**src/rtl/bt_throttle_pkg.sv**
```systemverilog
package bt_throttle_pkg;

  typedef enum logic [1:0] {
    ST_IDLE = 2'd0,
    ST_OWN  = 2'd1,
    ST_GAP  = 2'd2
  } bt_state_e;

endpackage

```
**src/rtl/bt_code_decode.sv**
```systemverilog
module bt_code_decode #(
  parameter int TEN_CODE_W    = 3,
  parameter int GAP_CODE_W    = 4,
  parameter int TEN_BASE_LOG2 = 8,
  parameter int GAP_BASE_LOG2 = 4,
  parameter int MAX_CODE      = 7,
  parameter int CNT_W         = 16,
  parameter int GAP_W         = 11
) (
  input  logic [TEN_CODE_W-1:0] tenure_code,
  input  logic [GAP_CODE_W-1:0] gap_code,
  output logic [CNT_W-1:0]      byte_limit,
  output logic [GAP_W-1:0]      gap_ticks
);

  localparam int TEN_ENTRIES = 1 << TEN_CODE_W;
  localparam int GAP_ENTRIES = 1 << GAP_CODE_W;

  logic [CNT_W-1:0] lim_tab [TEN_ENTRIES];
  logic [GAP_W-1:0] gap_tab [GAP_ENTRIES];

  // Byte budget per code: zero means no budget, higher codes clamp at MAX_CODE.
  for (genvar i = 0; i < TEN_ENTRIES; i++) begin : g_lim
    localparam int EFF = (i > MAX_CODE) ? MAX_CODE : i;
    if (EFF == 0) begin : g_none
      assign lim_tab[i] = '0;
    end else begin : g_pow
      assign lim_tab[i] = CNT_W'(1) << (TEN_BASE_LOG2 + EFF - 1);
    end
  end

  // Gap length per code in ticks: zero means no wait, codes past MAX_CODE clamp.
  for (genvar j = 0; j < GAP_ENTRIES; j++) begin : g_gap
    localparam int EFF = (j > MAX_CODE) ? MAX_CODE : j;
    if (EFF == 0) begin : g_none
      assign gap_tab[j] = '0;
    end else begin : g_pow
      assign gap_tab[j] = GAP_W'(1) << (GAP_BASE_LOG2 + EFF - 1);
    end
  end

  assign byte_limit = lim_tab[tenure_code];
  assign gap_ticks  = gap_tab[gap_code];

endmodule

```
**src/rtl/bt_byte_meter.sv**
```systemverilog
module bt_byte_meter #(
  parameter int CNT_W  = 16,
  parameter int BEAT_W = 4
) (
  input  logic              clk,
  input  logic              rst,
  input  logic              clear,
  input  logic              add,
  input  logic [BEAT_W-1:0] beat_bytes,
  input  logic [CNT_W-1:0]  byte_limit,
  output logic              limit_hit
);

  localparam int SUM_W = CNT_W + 1;

  logic [CNT_W-1:0] byte_cnt;
  logic [SUM_W-1:0] next_sum;
  logic             limited;

  assign limited   = (byte_limit != '0);
  assign next_sum  = {1'b0, byte_cnt} + {{(SUM_W-BEAT_W){1'b0}}, beat_bytes};
  // The beat that meets or crosses the budget is the last one of the tenure.
  assign limit_hit = limited && (next_sum >= {1'b0, byte_limit});

  always_ff @(posedge clk) begin
    if (rst || clear) begin
      byte_cnt <= '0;
    end else if (add && limited) begin
      byte_cnt <= next_sum[CNT_W-1:0];
    end
  end

  // accumulation never wraps while a budget applies
  assert_meter_no_wrap_R3: assert property (@(posedge clk) disable iff (rst)
    (add && !clear && limited) |=> (byte_cnt >= $past(byte_cnt)));

endmodule

```
**src/rtl/bt_gap_timer.sv**
```systemverilog
module bt_gap_timer #(
  parameter int GAP_W = 11
) (
  input  logic             clk,
  input  logic             rst,
  input  logic             clear,
  input  logic             load,
  input  logic [GAP_W-1:0] load_val,
  input  logic             tick,
  output logic             gap_zero
);

  logic [GAP_W-1:0] gap_cnt;

  always_ff @(posedge clk) begin
    if (rst || clear) begin
      gap_cnt <= '0;
    end else if (load) begin
      gap_cnt <= load_val;
    end else if (tick && (gap_cnt != '0)) begin
      gap_cnt <= gap_cnt - 1'b1;
    end
  end

  assign gap_zero = (gap_cnt == '0);

  // an expired gap stays expired until the next load
  assert_gap_no_underflow_R7: assert property (@(posedge clk) disable iff (rst)
    (gap_zero && !load) |=> gap_zero);

endmodule

```
**src/rtl/bus_tenure_throttle.sv**
```systemverilog
module bus_tenure_throttle
  import bt_throttle_pkg::*;
#(
  parameter int TEN_CODE_W    = 3,
  parameter int GAP_CODE_W    = 4,
  parameter int BEAT_W        = 4,
  parameter int TEN_BASE_LOG2 = 8,
  parameter int GAP_BASE_LOG2 = 4,
  parameter int MAX_CODE      = 7
) (
  input  logic                  clk,
  input  logic                  rst,
  input  logic                  dma_pending,
  input  logic [TEN_CODE_W-1:0] tenure_code,
  input  logic [GAP_CODE_W-1:0] gap_code,
  input  logic                  beat_valid,
  input  logic [BEAT_W-1:0]     beat_bytes,
  input  logic                  us_tick,
  output logic                  bus_req,
  output logic                  tenure_release
);

  localparam int CNT_W = TEN_BASE_LOG2 + MAX_CODE + 1;
  localparam int GAP_W = GAP_BASE_LOG2 + MAX_CODE;

  bt_state_e        state;
  logic [CNT_W-1:0] byte_limit;
  logic [GAP_W-1:0] gap_ticks;
  logic             limit_hit;
  logic             gap_zero;
  logic             owning;
  logic             last_beat;
  logic             flush;

  assign owning    = (state == ST_OWN);
  assign last_beat = owning && beat_valid && limit_hit;
  assign flush     = !dma_pending;

  bt_code_decode #(
    .TEN_CODE_W   (TEN_CODE_W),
    .GAP_CODE_W   (GAP_CODE_W),
    .TEN_BASE_LOG2(TEN_BASE_LOG2),
    .GAP_BASE_LOG2(GAP_BASE_LOG2),
    .MAX_CODE     (MAX_CODE),
    .CNT_W        (CNT_W),
    .GAP_W        (GAP_W)
  ) u_decode (
    .tenure_code(tenure_code),
    .gap_code   (gap_code),
    .byte_limit (byte_limit),
    .gap_ticks  (gap_ticks)
  );

  bt_byte_meter #(
    .CNT_W (CNT_W),
    .BEAT_W(BEAT_W)
  ) u_meter (
    .clk       (clk),
    .rst       (rst),
    .clear     (!owning || flush),
    .add       (owning && beat_valid),
    .beat_bytes(beat_bytes),
    .byte_limit(byte_limit),
    .limit_hit (limit_hit)
  );

  bt_gap_timer #(
    .GAP_W(GAP_W)
  ) u_gap (
    .clk     (clk),
    .rst     (rst),
    .clear   (flush),
    .load    (last_beat),
    .load_val(gap_ticks),
    .tick    (us_tick && (state == ST_GAP)),
    .gap_zero(gap_zero)
  );

  always_ff @(posedge clk) begin
    if (rst || flush) begin
      state          <= ST_IDLE;
      bus_req        <= 1'b0;
      tenure_release <= 1'b0;
    end else begin
      tenure_release <= 1'b0;
      unique case (state)
        ST_IDLE: begin
          state   <= ST_OWN;
          bus_req <= 1'b1;
        end
        ST_OWN: begin
          if (last_beat) begin
            state          <= ST_GAP;
            bus_req        <= 1'b0;
            tenure_release <= 1'b1;
          end
        end
        ST_GAP: begin
          if (gap_zero) begin
            state   <= ST_OWN;
            bus_req <= 1'b1;
          end
        end
        default: begin
          state   <= ST_IDLE;
          bus_req <= 1'b0;
        end
      endcase
    end
  end

  assert_release_single_R5: assert property (@(posedge clk) disable iff (rst)
    tenure_release |=> !tenure_release);

  assert_release_drops_req_R5: assert property (@(posedge clk) disable iff (rst)
    tenure_release |-> !bus_req);

  assert_release_follows_beat_R3: assert property (@(posedge clk) disable iff (rst)
    tenure_release |-> $past(beat_valid));

  assert_no_budget_no_release_R4: assert property (@(posedge clk) disable iff (rst)
    (tenure_code == '0) |=> !tenure_release);

  assert_gap_blocks_req_R7: assert property (@(posedge clk) disable iff (rst)
    (state == ST_GAP && !gap_zero && dma_pending) |=> !bus_req);

  assert_flush_quiet_R9: assert property (@(posedge clk) disable iff (rst)
    !dma_pending |=> (!bus_req && !tenure_release));

endmodule

```
**config.mk**
```make
export PLATFORM = sky130hd
export DESIGN_NAME = bus_tenure_throttle
export DESIGN_NICKNAME = d
export VERILOG_FILES = /design/src/rtl/bt_throttle_pkg.sv /design/src/rtl/bt_code_decode.sv /design/src/rtl/bt_byte_meter.sv /design/src/rtl/bt_gap_timer.sv /design/src/rtl/bus_tenure_throttle.sv
export SDC_FILE = /design/constraint.sdc
export NUM_CORES = 1
export LEC_CHECK = 0
export ABC_AREA = 1
export BUFFER_PORTS_ARGS = -buffer_cell sky130_fd_sc_hd__buf_4
export CAP_MARGIN = 20
export CORE_MARGIN = 2
export CORE_UTILIZATION = 45
export DETAILED_ROUTE_END_ITERATION = 10
export HOLD_SLACK_MARGIN = 0.1
export PLACE_DENSITY = 0.73
export SLEW_MARGIN = 5
export SYNTH_ARGS = -nofsm -noshare
export SYNTH_HDL_FRONTEND = slang
export SYNTH_SLANG_ARGS = --single-unit
```
**constraint.sdc**
```tcl
create_clock -name clk -period 3.6 [get_ports clk]
set_input_delay 0 -clock clk [delete_from_list [all_inputs] [get_ports clk]]
set_output_delay 0 -clock clk [all_outputs]
set_load 0.1 [all_outputs]
```
### Yosys cells after proc, flatten, opt, wreduce, memory -nomap -nowiden

Memory sizes are Yosys's and may differ from the RTL's.
Cells that the tools add are included.

| operators by class | value |
|---|---|
| reduce and logical (&&, ||, !) cells | 18 |
| bitwise gates (word level) | 3 |
| eq/ne operators | 4 |
| div/mod/pow operators | 0 |
| magnitude comparators | 3 |
| add/subtract/negate cells | 2 |
| multipliers | 0 |
| mux-type cells | 13 |
| shift operators | 0 |

Operators by type and width:

| kind | number |
|---|---|
| 2-to-1 mux 11 bit | 4 |
| 2-to-1 mux 16 bit | 2 |
| adder 16 x 4 -> 17 bit | 1 |
| greater-or-equal comparator 17 x 16 -> 1 bit | 1 |
| nonzero test 16 bit | 1 |
| logical NOT 11 bit | 1 |
| nonzero test 11 bit | 1 |
| subtractor 11 x 1 -> 11 bit (second input constant) | 1 |
| logical AND 1 bit | 6 |
| one-hot mux 2 bit (3 select lines) | 1 |
| greater-or-equal comparator 5 bit (second input constant) | 1 |
| inverter 4 -> 5 bit | 1 |
| greater-or-equal comparator 4 bit (second input constant) | 1 |
| 2-to-1 mux 2 bit | 2 |
| inverter 3 -> 4 bit | 1 |
| logical OR 1 bit | 3 |
| 2-to-1 mux 1 bit | 3 |
| one-hot mux 1 bit (3 select lines) | 1 |
| equality test 2 x 1 -> 1 bit (second input constant) | 1 |
| equality test 2 bit (second input constant) | 1 |
| logical NOT 1 bit | 2 |
| logical NOT 2 bit | 1 |
| inequality test 2 x 1 -> 1 bit (second input constant) | 1 |
| inequality test 2 bit (second input constant) | 1 |
| 4 further kinds | 4 |

| word-level totals | value |
|---|---|
| input bits | 16 |
| output and inout bits | 2 |
| bits in read-only memories | 304 |
| logic and storage cells | 50 |
| register bits after elaboration | 31 |
| bits in latches | 0 |
| memories | 2 |
| memory bits (writable) | 0 |

Memories:

| name | depth | bits a word | read ports | clocked after memory_dff | write ports | line | source |
|---|---|---|---|---|---|---|---|
| (name not given) | 16 | 11 | 1 | 0 | 0 | bt_code_decode.sv:43 | `assign gap_ticks = gap_tab[gap_code];` |
| (name not given) | 8 | 16 | 1 | 0 | 0 | bt_code_decode.sv:42 | `assign byte_limit = lim_tab[tenure_code];` |

### Longest topological paths before layout

| logic depth | value |
|---|---|
| depth after elaboration | 9 |
| gate-level depth with buffers | 22 |

### Modules after synthesis

A second synthesis with hierarchy kept.

| unflattened totals | value |
|---|---|
| cells, all modules | 423 |
| area total of the unflattened synthesis | 2,667.6 µm² |

Modules (own cells, without submodules):

| module | area an instance (µm²) | seq. area each (µm²) | cells an instance | instances |
|---|---|---|---|---|
| bt_byte_meter | 1,488.9 | 320.3 | 227 | 1 |
| bt_gap_timer | 757.0 | 220.2 | 126 | 1 |
| bt_code_decode | 222.7 | 0.0 | 46 | 1 |
| bus_tenure_throttle | 198.9 | 80.1 | 24 | 1 |

### Least setup slack after synthesis

No wires, ideal clock.

| path | value |
|---|---|
| path kind | reg2reg |
| start | reg u_meter.byte_cnt[0] |
| end | reg u_gap.gap_cnt[5] |
| data arrival time | 2.700 ns |
| path buffers | 1 |
| setup slack | 0.789 ns |
| required time | 3.489 ns |
| stages on the path, launching flop included | 23 |
| cells stage by stage | dfxtp_1 ha_1 fa_1 nand3_1 nand2_2 nand2_1 nor3_1 xor2_1 ha_1 nand2_1 inv_1 nand3_1 nor2_1 nand3_1 nor2_1 nand2_1 nand2_2 nand2_2 buf_6 nand2_1 nand2_1 nor2_1 nor2_1 |

| on the way | value |
|---|---|
| word-level cells in the longest chain between the ends | 5 |
| elaborated cells between the ends (all ways) | 6 |

RTL lines:

| item | line | source |
|---|---|---|
| from (decl) | bt_byte_meter.sv:16 | `logic [CNT_W-1:0] byte_cnt;` |
| from (signal assigned) | bt_byte_meter.sv:29 | `byte_cnt <= next_sum[CNT_W-1:0];` |
| adder 16 x 4 -> 17 bit * | bt_byte_meter.sv:21 | `assign next_sum = {1'b0, byte_cnt} + {{(SUM_W-BEAT_W){1'b0}}, beat_bytes};` |
| net u_meter.next_sum[14] | bt_byte_meter.sv:17 | `logic [SUM_W-1:0] next_sum;` |
| greater-or-equal comparator 17 x 16 -> 1 bit * | bt_byte_meter.sv:23 | `assign limit_hit = limited && (next_sum >= {1'b0, byte_limit});` |
| logical AND 1 bit * | bt_byte_meter.sv:23 |  |
| logical AND 1 bit * | bus_tenure_throttle.sv:36 | `assign last_beat = owning && beat_valid && limit_hit;` |
| 2-to-1 mux 11 bit / nonzero test 2 bit (equally long branches) | n/a |  |
| to (signal assigned) | bt_gap_timer.sv:19 | `gap_cnt <= load_val;` |
| to (signal assigned) | bt_gap_timer.sv:21 | `gap_cnt <= gap_cnt - 1'b1;` |
| to (decl) | bt_gap_timer.sv:13 | `logic [GAP_W-1:0] gap_cnt;` |

Mark *: on every way through the listed nets, which the timed path passes. The rest lies on a longest branch.
A chain may end at the register's enable or synchronous reset.

### Worst setup path after layout

| path | value |
|---|---|
| start | in beat_bytes[0] |
| end | reg u_gap.gap_cnt[5] |

| on the way | value |
|---|---|
| word-level cells in the longest chain between the ends | 5 |
| elaborated cells between the ends (all ways) | 6 |

RTL lines:

| item | line | source |
|---|---|---|
| from (decl) | bus_tenure_throttle.sv:17 | `input logic [BEAT_W-1:0] beat_bytes,` |
| adder 16 x 4 -> 17 bit * | bt_byte_meter.sv:21 |  |
| net u_meter.next_sum[14] | bt_byte_meter.sv:17 |  |
| greater-or-equal comparator 17 x 16 -> 1 bit * | bt_byte_meter.sv:23 |  |
| logical AND 1 bit * | bt_byte_meter.sv:23 |  |
| logical AND 1 bit * | bus_tenure_throttle.sv:36 |  |
| 2-to-1 mux 11 bit / nonzero test 2 bit (equally long branches) | n/a |  |

Marks and branches as above.

==> flow_metrics.env <==
export IMPL_fin_crit_ns=3.21
export IMPL_dr_first_iter_drc_count=126
export IMPL_peakVddDrop_v=0.000180
export IMPL_dieArea_um2=5430
export IMPL_place_area_um2=2340
export IMPL_htree_levels=2
export IMPL_grt_max_degree=23
export IMPL_path_buf_inv=3
export IMPL_ys_seq_elements=30
export IMPL_drt_total_wl_mm=4.64
export IMPL_avgRoutedWirePerCell_um=11.0
export IMPL_post_route_drc_count=0
export IMPL_clkTransAtPathRegs_ns=0.07
export IMPL_clockRootBuffer="clkbuf_8"
export IMPL_cp_data_required_time_ns=3.78
export IMPL_hold_viol_final=0
export IMPL_path_class="in2reg"
export IMPL_max_stage_delay_ns=0.53
export IMPL_yosys_warnings=0
export IMPL_nFillCells=474
export IMPL_clk_latency_ns=0.28
export IMPL_run_status="finished, final reports clean"
export IMPL_cap_violations=0
export IMPL_skew_ns=0.00575
export IMPL_crit_chain="dlygate4sd3_1 > buf_4 > ha_1 > fa_1 > nand3_1 > nand2_2 > nand2_1 > nor3_1 > xor2_1 > ha_1 > nand2_1 > inv_1 > nand3_1 > nor2_1 > nand3_1 > nor2_1 > nand2_1 > nand2_2 > nand2_4 > nand2_1 > nand2_1 > nor2_1 > nor2_1"
export IMPL_power_internal_mw=0.525
export IMPL_syn_nets=375
export IMPL_grt_pass1_vias=1900
export IMPL_synth_ff_type="dfxtp_1"
export IMPL_final_cell_mix="74 x nand2_1, 61 x inv_1, 43 x nand3_1"
export IMPL_period_share_pct=89.2
export IMPL_synth_edf_count=0
export IMPL_worst_pin_slew_ns=0.563
export IMPL_grt_overflow_total=0
export IMPL_setup_tns_ns=0
export IMPL_rsz0062_at_grt="false"
export IMPL_ys_seq_area_share_pct=27.5
export IMPL_first_pass_iters=5
export IMPL_crit_fanout=20
export IMPL_ant_nets=0
export IMPL_drive_above_1_share_pct=10.1
export IMPL_netlist_area_um2=2180
export IMPL_worstSetupStartpointType="input pin"
export IMPL_initial_utilization_pct=46.5
export IMPL_crit_path_frequent_cell="nand2_1"
export IMPL_coreArea_um2=4690
export IMPL_port_buffers=17
export IMPL_max_freq_ghz=0.311
export IMPL_setup_violations=0
export IMPL_syn_inst=346
export IMPL_num_io_pins=18
export IMPL_dieHeight_um=73.7
export IMPL_crit_slowest_cell="dlygate4sd3_1"
export IMPL_grt_pass1_wl_mm=8.02
export IMPL_antenna_found_initial=0
export IMPL_regArea_um2=601
export IMPL_p_per_area_nw_per_um2=294
export IMPL_net_switching_power_mw=0.199
export IMPL_p_seq_share_pct=46.6
export IMPL_antenna_cells=0
export IMPL_cp_arrival_ns=3.40
export IMPL_routabilityCongestion=0.813
export IMPL_multi_input_area_um2=1320
export IMPL_cts_sinks=30
export IMPL_hold_path_class="in2reg"
export IMPL_switching_share_pct=27.5
export IMPL_layout_cells_non_filler=421
export IMPL_p_comb_share_pct=13.3
export IMPL_dp_hpwl_mm=3.56
export IMPL_dp_cells=411
export IMPL_via_count=2146
export IMPL_max_slew_margin_pct=62.3
export IMPL_finalMaxSlewViolations=0
export IMPL_layout_cells_most_common="nand2_1"
export IMPL_fin_area_um2=2460
export IMPL_synth_cell_types=28
export IMPL_rows=25
export IMPL_cts_buffer_depth=2
export IMPL_areaGrowthSynthToFinish_pct=12.8
export IMPL_die_w_um=73.7
export IMPL_numCtsBuffers=5
export IMPL_cp_end_kind="register"
export IMPL_vias_per_cell=5.10
export IMPL_avgSynthCellArea_um2=6.31
export IMPL_async_flop_share_pct=0
export IMPL_tritoncts="done"
export IMPL_leakagePower_nw=1.30
export IMPL_track_usage_pct=19.0
export IMPL_path_delay_family="simple AND/OR/NAND/NOR gates"
export IMPL_fin_nets=395
export IMPL_p_clk_share_pct=40.1
[logic make-up after synthesis]
group | count (synthesis) | synth area share (%)
flip-flops | 30 | 27.5
AO/OA/AOI/OAI | 43 | 10.8
XOR/XNOR | 12 | 4.81
buffers and inverters | 68 | 12.5
AND/OR/NAND/NOR | 180 | 36.6
adder cells (fa/ha/maj) | 13 | 7.79
[cells in the mapped netlist (3+ instances only)]
library cell | count | area, um2
nor2_1 | 37 | 139
nand2_2 | 5 | 31.3
nand2_1 | 74 | 278
ha_1 | 12 | 150
a21oi_1 | 21 | 105
o211ai_1 | 3 | 22.5
nand3b_1 | 3 | 22.5
inv_1 | 61 | 229
xor2_1 | 10 | 87.6
o21ai_0 | 15 | 75.1
dfxtp_1 | 30 | 601
clkbuf_1 | 3 | 11.3
nand4_1 | 5 | 31.3
nand3_1 | 43 | 215
nor3_1 | 7 | 35.0
[worst paths after layout]
| path | start | to | slack [ns] | depth (start not counted) |
|---|---|---|---|---|
| setup / recovery | beat_bytes[0] | u_gap.gap_cnt[5]$_SDFFE_PP0P_ | 0.39 | 23 |
| hold / removal | gap_code[3] | u_gap.gap_cnt[8]$_SDFFE_PP0P_ | 0.1 | 6 |
| setup reg to reg | u_meter.byte_cnt[0]$_SDFFE_PP0P_ | u_gap.gap_cnt[5]$_SDFFE_PP0P_ | 0.46 | 21 |
| hold reg to reg | u_gap.gap_cnt[1]$_SDFFE_PP0P_ | u_gap.gap_cnt[1]$_SDFFE_PP0P_ | 0.49 | 2 |
[worst register-to-register path, stage by stage, from the launching register on]
cell,delay (ns)
dfxtp_1,0.31
ha_1,0.21
fa_1,0.41
nand3_1,0.16
nand2_2,0.11
nand2_1,0.12
nor3_1,0.06
xor2_1,0.16
ha_1,0.31
nand2_1,0.05
inv_1,0.06
nand3_1,0.07
nor2_1,0.11
nand3_1,0.09
nor2_1,0.10
nand2_1,0.08
nand2_2,0.15
nand2_4,0.17
nand2_1,0.12
nand2_1,0.05
nor2_1,0.09
nor2_1,0.05
[layout make-up]
cell class / instances / area share [%]
flip-flops and latches: 30 / 24.4
inverters: 61 / 9.30
well taps: 54 / 2.74
clock buffers: 6 / 3.35
repair buffers: 20 / 6.30
multi-input cells: 248 / 53.4
clock inverters: 2 / 0.508
[routing by layer]
metal | vias up | global-route usage, % | part of all wire, %
met5 | - | 0 | 0
met3 | 6 | 4.12 | 2.9
met1 | 960 | 23.5 | 47
li1 | 1149 | - | -
met4 | 0 | 6.06 | 1.4
met2 | 31 | 32.7 | 49
[stage by stage]
stage | setup WS, ns | total power, mW | utilization, % | hold slack [ns]
2_1_floorplan | 0.789 | 0.409 | - | 0.238
3_3_place_gp | 0.431 | 0.437 | 49.9 | 0.386
3_5_place_dp | 0.370 | 0.439 | 49.9 | 0.395
4_1_cts | 0.289 | 0.733 | 52.4 | 0.101
5_1_grt | 0.0435 | 0.764 | 52.5 | 0.144
6_report | 0.388 | 0.725 | 52.5 | 0.0967
[registers in the layout, summed over array words and instances, names as in the netlist]
register / count
u_meter.byte_cnt: 16
u_gap.gap_cnt: 11
state: 2
tenure_release: 1
[power by group through the flow]
stage / Sequential [mW] / Combinational [mW] / Clock [mW]
floorplan: 0.350 / 0.0591 / 0
global placement: 0.345 / 0.0916 / 0
detailed placement: 0.345 / 0.0932 / 0
CTS: 0.338 / 0.0954 / 0.300
global route: 0.338 / 0.109 / 0.317
finish: 0.338 / 0.0961 / 0.291
[timing repair]
item,CTS,global route
hold endpoints to repair,4,0
gates resized for setup,0,1
setup buffers,0,0
hold buffers,2,0
endpoints found under the setup margin,0,8
No activity file was read; power rests on OpenSTA's default activity.
